--- config.mk ---
export PLATFORM = sky130hd
export DESIGN_NAME = loop_seq
export DESIGN_NICKNAME = d
export VERILOG_FILES = /design/src/rtl/loop_seq_pkg.sv /design/src/rtl/loop_seq_ctrl.sv /design/src/rtl/loop_seq_index.sv /design/src/rtl/loop_seq_carry.sv /design/src/rtl/loop_seq.sv
export SDC_FILE = /design/constraint.sdc
export NUM_CORES = 1
export LEC_CHECK = 0
export ABC_AREA = 1
export ABC_CLOCK_PERIOD_IN_PS = 2200
export CORE_MARGIN = 10
export CORE_UTILIZATION = 45
export CTS_CLUSTER_DIAMETER = 50
export DETAILED_ROUTE_END_ITERATION = 8
export PLACE_DENSITY = 0.74
export SYNTH_ARGS = -nofsm -noshare
export SYNTH_HDL_FRONTEND = slang
export SYNTH_HIERARCHICAL = 1
export SYNTH_SLANG_ARGS = --single-unit
export TNS_END_PERCENT = 1
--- constraint.sdc ---
create_clock -name clk -period 2.2 [get_ports clk]
set_input_delay 0.44 -clock clk [delete_from_list [all_inputs] [get_ports clk]]
set_output_delay 0.44 -clock clk [all_outputs]
set_load 0.02 [all_outputs]
--- src/rtl/loop_seq_pkg.sv ---
package loop_seq_pkg;

  typedef enum logic [2:0] {
    ST_IDLE,
    ST_INIT,
    ST_LAUNCH,
    ST_WAIT,
    ST_GAP
  } seq_state_e;

  // fixed overhead cycles between the end of one pass and the next launch
  localparam int unsigned GAP_CYC = 2;

endpackage

--- src/rtl/loop_seq_ctrl.sv ---
module loop_seq_ctrl
  import loop_seq_pkg::*;
#(
  parameter bit USE_INIT     = 1'b1,
  parameter bit STOP_ON_TRUE = 1'b1
) (
  input  logic clk,
  input  logic rst_n,
  input  logic start_i,
  input  logic body_done_i,
  input  logic body_cond_i,
  output logic body_start_o,
  output logic busy_o,
  output logic done_o,
  output logic load_init_o,
  output logic capture_o,
  output logic clr_idx_o,
  output logic inc_idx_o
);

  localparam int unsigned CNT_W = $clog2(GAP_CYC + 1);

  seq_state_e       st_q, st_n;
  logic [CNT_W-1:0] gap_q, gap_n;
  logic             done_q, done_n;
  logic             stop_w;
  logic             end_pass_w;

  generate
    if (STOP_ON_TRUE) begin : g_stop_high
      assign stop_w = body_cond_i;
    end else begin : g_stop_low
      assign stop_w = ~body_cond_i;
    end
  endgenerate

  assign end_pass_w = (st_q == ST_WAIT) && body_done_i;

  always_comb begin
    st_n  = st_q;
    gap_n = gap_q;
    case (st_q)
      ST_IDLE:   if (start_i) st_n = USE_INIT ? ST_INIT : ST_LAUNCH;
      ST_INIT:   st_n = ST_LAUNCH;
      ST_LAUNCH: st_n = ST_WAIT;
      ST_WAIT: begin
        if (body_done_i) begin
          if (stop_w) begin
            st_n = ST_IDLE;
          end else begin
            st_n  = ST_GAP;
            gap_n = CNT_W'(GAP_CYC - 1);
          end
        end
      end
      ST_GAP: begin
        if (gap_q == '0) st_n = ST_LAUNCH;
        else             gap_n = gap_q - 1'b1;
      end
      default:   st_n = ST_IDLE;
    endcase
  end

  assign done_n = end_pass_w && stop_w;

  always_ff @(posedge clk or negedge rst_n) begin
    if (!rst_n) begin
      st_q   <= ST_IDLE;
      gap_q  <= '0;
      done_q <= 1'b0;
    end else begin
      st_q   <= st_n;
      gap_q  <= gap_n;
      done_q <= done_n;
    end
  end

  assign body_start_o = (st_q == ST_LAUNCH);
  assign busy_o       = (st_q != ST_IDLE);
  assign done_o       = done_q;
  assign load_init_o  = (st_q == ST_INIT);
  assign capture_o    = end_pass_w;
  assign clr_idx_o    = (st_q == ST_IDLE) && start_i;
  assign inc_idx_o    = end_pass_w && !stop_w;

  p_pulse_r12: assert property (@(posedge clk) disable iff (!rst_n)
    body_start_o |=> !body_start_o);

  p_gap_r5: assert property (@(posedge clk) disable iff (!rst_n)
    inc_idx_o |=> !body_start_o ##1 !body_start_o ##1 body_start_o);

  p_done_idle_r10: assert property (@(posedge clk) disable iff (!rst_n)
    done_o |-> !busy_o);

  p_done_pulse_r10: assert property (@(posedge clk) disable iff (!rst_n)
    done_o |=> !done_o);

  p_first_pass_r3: assert property (@(posedge clk) disable iff (!rst_n)
    clr_idx_o |=> busy_o);

endmodule

--- src/rtl/loop_seq_index.sv ---
module loop_seq_index #(
  parameter int unsigned IDX_W = 32
) (
  input  logic                    clk,
  input  logic                    rst_n,
  input  logic                    clr_i,
  input  logic                    inc_i,
  output logic signed [IDX_W-1:0] idx_o
);

  localparam logic signed [IDX_W-1:0] IDX_MAX = {1'b0, {(IDX_W-1){1'b1}}};

  logic signed [IDX_W-1:0] idx_q, idx_n;

  always_comb begin
    idx_n = idx_q;
    if (clr_i)                        idx_n = '0;
    else if (inc_i && idx_q != IDX_MAX) idx_n = idx_q + 1'b1;
  end

  always_ff @(posedge clk or negedge rst_n) begin
    if (!rst_n) idx_q <= '0;
    else        idx_q <= idx_n;
  end

  assign idx_o = idx_q;

  p_no_wrap_r7: assert property (@(posedge clk) disable iff (!rst_n)
    !clr_i |=> (idx_o >= $past(idx_o)));

  p_cleared_r6: assert property (@(posedge clk) disable iff (!rst_n)
    clr_i |=> (idx_o == '0));

endmodule

--- src/rtl/loop_seq_carry.sv ---
module loop_seq_carry #(
  parameter int unsigned DATA_W = 16
) (
  input  logic              clk,
  input  logic              rst_n,
  input  logic              load_i,
  input  logic [DATA_W-1:0] init_i,
  input  logic              cap_i,
  input  logic [DATA_W-1:0] body_i,
  output logic [DATA_W-1:0] carry_o
);

  logic [DATA_W-1:0] carry_q, carry_n;
  logic              en_w;

  assign en_w = load_i | cap_i;

  always_comb begin
    carry_n = carry_q;
    if (load_i)     carry_n = init_i;
    else if (cap_i) carry_n = body_i;
  end

  always_ff @(posedge clk or negedge rst_n) begin
    if (!rst_n)    carry_q <= '0;
    else if (en_w) carry_q <= carry_n;
  end

  assign carry_o = carry_q;

  p_hold_r8: assert property (@(posedge clk) disable iff (!rst_n)
    !en_w |=> $stable(carry_o));

endmodule

--- src/rtl/loop_seq.sv ---
module loop_seq #(
  parameter int unsigned DATA_W       = 16,
  parameter int unsigned IDX_W        = 32,
  parameter bit          USE_INIT     = 1'b1,
  parameter bit          STOP_ON_TRUE = 1'b1
) (
  input  logic                    clk,
  input  logic                    rst_n,
  input  logic                    start_i,
  input  logic [DATA_W-1:0]       init_val_i,
  output logic                    body_start_o,
  input  logic                    body_done_i,
  input  logic                    body_cond_i,
  input  logic [DATA_W-1:0]       body_val_i,
  output logic [DATA_W-1:0]       carry_o,
  output logic signed [IDX_W-1:0] index_o,
  output logic                    busy_o,
  output logic                    done_o
);

  logic load_w, cap_w, clr_w, inc_w;

  loop_seq_ctrl #(
    .USE_INIT    (USE_INIT),
    .STOP_ON_TRUE(STOP_ON_TRUE)
  ) ctrl_i (
    .clk         (clk),
    .rst_n       (rst_n),
    .start_i     (start_i),
    .body_done_i (body_done_i),
    .body_cond_i (body_cond_i),
    .body_start_o(body_start_o),
    .busy_o      (busy_o),
    .done_o      (done_o),
    .load_init_o (load_w),
    .capture_o   (cap_w),
    .clr_idx_o   (clr_w),
    .inc_idx_o   (inc_w)
  );

  loop_seq_index #(.IDX_W(IDX_W)) index_i (
    .clk  (clk),
    .rst_n(rst_n),
    .clr_i(clr_w),
    .inc_i(inc_w),
    .idx_o(index_o)
  );

  loop_seq_carry #(.DATA_W(DATA_W)) carry_i (
    .clk    (clk),
    .rst_n  (rst_n),
    .load_i (load_w),
    .init_i (init_val_i),
    .cap_i  (cap_w),
    .body_i (body_val_i),
    .carry_o(carry_o)
  );

  p_ignore_start_r11: assert property (@(posedge clk) disable iff (!rst_n)
    (busy_o && start_i && !body_done_i) |=> $stable(index_o));

endmodule

# Word-level counts from Yosys, hierarchy flattened
# Index checks and enable logic that the tools add are counted.
# word_totals
ff_bits,54
latchBits,0
ramBits,0
mem_count,0
out_inout_bits,51
mem_bits_ro,0
input_bits,37
elab_cells,46
# op_classes
n_div,0
magnitude_cmp,0
n_shift,0
addsub,2
n_bitwise,1
n_reduce_logical,15
eq_ne,10
muxes,13
multipliers,0
# op_table
operator,n
two-way mux 32 bit,2
adder 32 x 1 -> 32 bit (second input constant),1
two-way mux 16 bit,2
!= test 32 bit (second input constant),1
one-hot mux 3 bit (5 select lines),1
two-way mux 3 bit,4
!= test 2 bit (second input constant),4
== test 3 x 2 -> 1 bit (second input constant),2
two-way mux 2 bit,3
nonzero test 2 bit,3
logical AND 1 bit,5
one-hot mux 2 bit (2 select lines),1
AND reduction 4 bit,1
== test 3 x 1 -> 1 bit (second input constant),1
== test 3 bit (second input constant),1
logical NOT 3 bit,1
AND reduction 3 bit,1
nonzero test 3 bit,1
logical NOT 2 bit,1
!= test 2 x 1 -> 1 bit (second input constant),1
AND reduction 2 bit,1
subtractor 2 x 1 -> 2 bit (second input constant),1
logical NOT 1 bit,1
OR 1 bit,1

# Logic depth before layout (Yosys ltp)
# depth
ltp_word,6
depth_mapped,12
ltp_nobuf,11

# Cells and area by module
# The synthesis kept the hierarchy.
# by_module_without_submodules
mod,cells_per_inst,seq_area_each_um2,area_each_um2,n_inst
loop_seq_index,345,800.8,2248.4,1
loop_seq_carry,88,400.4,758.2,1
loop_seq_ctrl,55,150.1,392.9,1

# Worst setup path before layout
# Ideal clock, no wire load.
# synth_timing
kind,reg-to-reg
start,"register index_i.idx_q[1], in the netlist index_i/idx_o[1]"
end,"register index_i.idx_q[13], in the netlist index_i/idx_o[13]"
slack_ps,318
path_buffers,2
arrival_ps,1764
path_stages_with_launch,13
period_less_slack_ps,1882
required_ps,2083
path_cell_list,dfrtp_1 -> ha_1 -> nand2_2 -> nor2_4 -> nand2_4 -> nor2_8 -> nand2_4 -> nand2_4 -> nand2_4 -> buf_6 -> buf_8 -> nand3_1 -> nand2_1
# synth_via
elab_chain_cells,3
word_cells_on_any_way,6
classes_between,add/sub (1); eq/ne (1); mux (2); reduce/logical (2)
# synth_lines
item,line,rtl
from (decl),loop_seq_index.sv:13,"logic signed [IDX_W-1:0] idx_q, idx_n;"
from (signal assigned),loop_seq_index.sv:23,else idx_q <= idx_n;
adder 32 x 1 -> 32 bit or != test 32 bit (tied branches),loop_seq_index.sv:18,else if (inc_i && idx_q != IDX_MAX) idx_n = idx_q + 1'b1;
two-way mux 32 bit or logical AND 1 bit (tied branches),loop_seq_index.sv:18,
two-way mux 32 bit or nonzero test 2 bit (tied branches),n/a,
# Several ways; a longest one is shown, not always the timed one. The select of a mux whose other input is x is not followed.
# A chain may end at the register's enable or synchronous reset.

# Worst setup path after layout
# layout_timing
start,register ctrl_i.st_q[2]
end,output port busy_o
# layout_via
elab_chain_cells,1
# layout_lines
item,line,rtl
from (decl),loop_seq_ctrl.sv:23,"seq_state_e st_q, st_n;"
from (signal assigned),loop_seq_ctrl.sv:72,st_q <= st_n;
nonzero test 3 bit,loop_seq_ctrl.sv:79,assign busy_o = (st_q != ST_IDLE);
to (decl),loop_seq.sv:17,"output logic busy_o,"
# No other way between the ends.

==> flow_summary.json <==
{
  "cp.arrival_ns": 1.60,
  "track_usage_pct": 16.9,
  "finalSetupViolCount": 0,
  "rows": 31,
  "hold_buffers": 0,
  "synth-async-reset-ratio_pct": 100,
  "drt_iter0_markers": 189,
  "peakVddDrop_mv": 0.663,
  "clk_pin_slew_ns": 0.10,
  "finalClockSkew_ns": 0.00825,
  "fp.dieH_um": 107,
  "cts_sinks": 54,
  "slew_violations": 0,
  "grt_pass1_vias": 3187,
  "r2r_setup_slack_ns": 0.25,
  "antenna_found_initial": 0,
  "grt_setup_unrepaired": "false",
  "cp_max_fo": 6,
  "ff2ff_path_depth": 11,
  "drc": 0,
  "synth_seq_cells": 54,
  "synth_cells": 488,
  "synth_xor_area_share_pct": 2.32,
  "max-cap-violations": 0,
  "syn_avg_cell_area_um2": 6.97,
  "ys.flop_type": "dfrtp_1",
  "clock_latency_ns": 0.31,
  "grt_start_max_net_pins": 55,
  "grt_overflow_total": 0,
  "cp-end-kind": "output pin",
  "synth-seq-area-share_pct": 39.7,
  "die-width_um": 107,
  "synthAdderAreaFrac_pct": 1.10,
  "coreArea_um2": 7290,
  "timing.final.crit_share_pct": 92.9,
  "synth_edf_count": 0,
  "cts_root_buf": "clkbuf_8",
  "final_common_cell": "nand2_1",
  "setup_tns_ns": 0,
  "startpoint_type": "flop",
  "crit_required_ns": 1.76,
  "vias": 3438,
  "synth_nets": 528,
  "syn_to_final_growth_pct": 31.0,
  "fmax_mhz": 489,
  "final_cell_mix": "181 x nand2_1, 85 x clkdlybuf4s50_1, 69 x nand3_1, 62 x nor2_1, 54 x dfrtp_1",
  "synth-simple-area-share_pct": 45.2,
  "yosys_warnings": 6,
  "gp_congestion": 0.901,
  "place.detailed.hpwl_um": 7320,
  "port_buffers": 87,
  "synth_cell_types": 31,
  "r2r-end": "index_i/idx_o[10]$_DFFE_PN0P_",
  "wl_per_cell_um": 14.3,
  "tightestPinTransition_ns": 0.702,
  "diodes": 0,
  "drive_gt1_share_pct": 7.28,
  "finalPower_mw": 4.17,
  "postRouteAntennaNets": 0,
  "dieArea_um2": 11400,
  "nets": 616,
  "first_pass_iters": 4,
  "slew_headroom_pct": 53.2,
  "r2r_start": "index_i/idx_o[1]$_DFFE_PN0P_",
  "power-per-cell-area_nw_per_um2": 936,
  "numCtsBuffers": 5,
  "hold_class": "in2async",
  "synth_top_family_by_area": "simple AND/OR/NAND/NOR gates",
  "grt_pass1_wl_um": 16000,
  "h-tree-depth": 2,
  "period_needed_ns": 2.04,
  "place_inst": 668,
  "synth_compound_area_share_pct": 3.35,
  "clock_path_buffers": 2,
  "final_cells": 676,
  "p_leak_nw": 2.06,
  "finalHoldViolations": 0,
  "post_drt_via_cell_ratio": 5.09,
  "synth_mux_area_share_pct": 0,
  "initial_core_util_pct": 46.6,
  "multi_input_area_um2": 1770,
  "fill_cells": 699,
  "crit_type": "reg2out",
  "status": "completed",
  "seqCellArea_um2": 1350,
  "syn_area_um2": 3400,
  "cts_tree": "built",
  "boundaryPins": 88,
  "drt_wl_total_um": 9690
}
report_power, final:
group	switching (mW)	internal [mW]	total (mW)
Clock	0.355	0.348	0.703
Sequential	0.208	1.25	1.46
Combinational	1.20	0.808	2.01
Total	1.76	2.41	4.17
critical path: stages, from the launching register on:
cell             delay, ns
dfrtp_1               0.47
nor2_1                0.19
nand2_1               0.09
clkdlybuf4s50_1       0.55
layer usage:
| layer | routed length (µm) | track usage (%) |
|---|---|---|
| met2 | 5010 | 28.8 |
| met1 | 4110 | 21.2 |
| met4 | 170 | 5.61 |
| met5 | 0 | 0 |
| met3 | 404 | 2.63 |
kinds of logic after synthesis:
kind of cell | count (synthesis)
AO/OA/AOI/OAI | 20
adder cells (fa/ha/maj) | 3
AND/OR/NAND/NOR | 343
flip-flops | 54
buffers and inverters | 59
XOR/XNOR | 9
layout make-up:
| class | count | share of cell area (%) |
|---|---|---|
| Clock buffer | 5 | 1.55 |
| Clock inverter | 3 | 1.07 |
| Inverter | 45 | 3.79 |
| Multi-Input combinational cell | 375 | 39.7 |
| Sequential cell | 54 | 30.3 |
| Tap cell | 99 | 2.78 |
| Timing Repair Buffer | 95 | 20.8 |
how the worst max path moves through the flow:
stage	from	endpoint	slack [ns]	depth (start not counted)
after global routing	index_i/idx_o[1]$_DFFE_PN0P_	index_i/idx_o[10]$_DFFE_PN0P_	0.02	11
after global placement	body_cond_i	index_i/idx_o[25]$_DFFE_PN0P_	0.33	9
after floorplan	index_i/idx_o[1]$_DFFE_PN0P_	index_i/idx_o[13]$_DFFE_PN0P_	0.32	12
final	ctrl_i/st_q[2]$_DFFE_PN0P_	busy_o	0.16	3
after detailed placement	index_i/idx_o[1]$_DFFE_PN0P_	index_i/idx_o[10]$_DFFE_PN0P_	0.26	11
after CTS	ctrl_i/st_q[2]$_DFFE_PN0P_	busy_o	0.13	3
cells in the mapped netlist, types with 2 or more instances:
| cell | n | area, µm² |
|---|---|---|
| nand2_1 | 181 | 679 |
| nand3_1 | 69 | 345 |
| nand4_1 | 8 | 50.1 |
| buf_2 | 2 | 10.0 |
| nor2_8 | 2 | 40.0 |
| nor2_4 | 4 | 45.0 |
| o21bai_1 | 3 | 22.5 |
| inv_1 | 42 | 158 |
| nor2_2 | 2 | 12.5 |
| clkbuf_1 | 2 | 7.51 |
| buf_4 | 4 | 30.0 |
| dfrtp_1 | 54 | 1350 |
| nand2_4 | 4 | 45.0 |
| a21oi_1 | 4 | 20.0 |
| buf_6 | 4 | 45.0 |
| nand2_2 | 5 | 31.3 |
| nand3_2 | 2 | 20.0 |
| inv_2 | 3 | 11.3 |
| nor2_1 | 62 | 233 |
| xor2_1 | 5 | 43.8 |
| xnor2_1 | 4 | 35.0 |
| ha_1 | 3 | 37.5 |
| o21ai_0 | 11 | 55.1 |
through the flow:
stage	area (µm²)	utilization (%)	hold WS [ns]	setup slack, ns
3_5_place_dp	4340	59.5	0.468	0.258
4_1_cts	4450	61.1	0.274	0.133
6_report	4450	61.1	0.251	0.155
5_1_grt	4450	61.1	0.301	0.0215
3_3_place_gp	4340	59.5	0.463	0.329
2_1_floorplan	3400	-	0.144	0.318
state kept, by name, summed over array words and instances, names as in the netlist:
name / cells
ctrl_i/gap_q: 2
index_i/idx_o: 32
ctrl_i/done_o: 1
ctrl_i/st_q: 3
carry_i/carry_o: 16
repair_timing:
action | 4_1_cts | 5_1_grt
resized for setup | 1 | 0
setup endpoints to repair | 1 | 0
buffers inserted | 0 | 0
hold endpoints to repair | 0 | 0
Note: power is estimated with default switching activity, not from simulation.
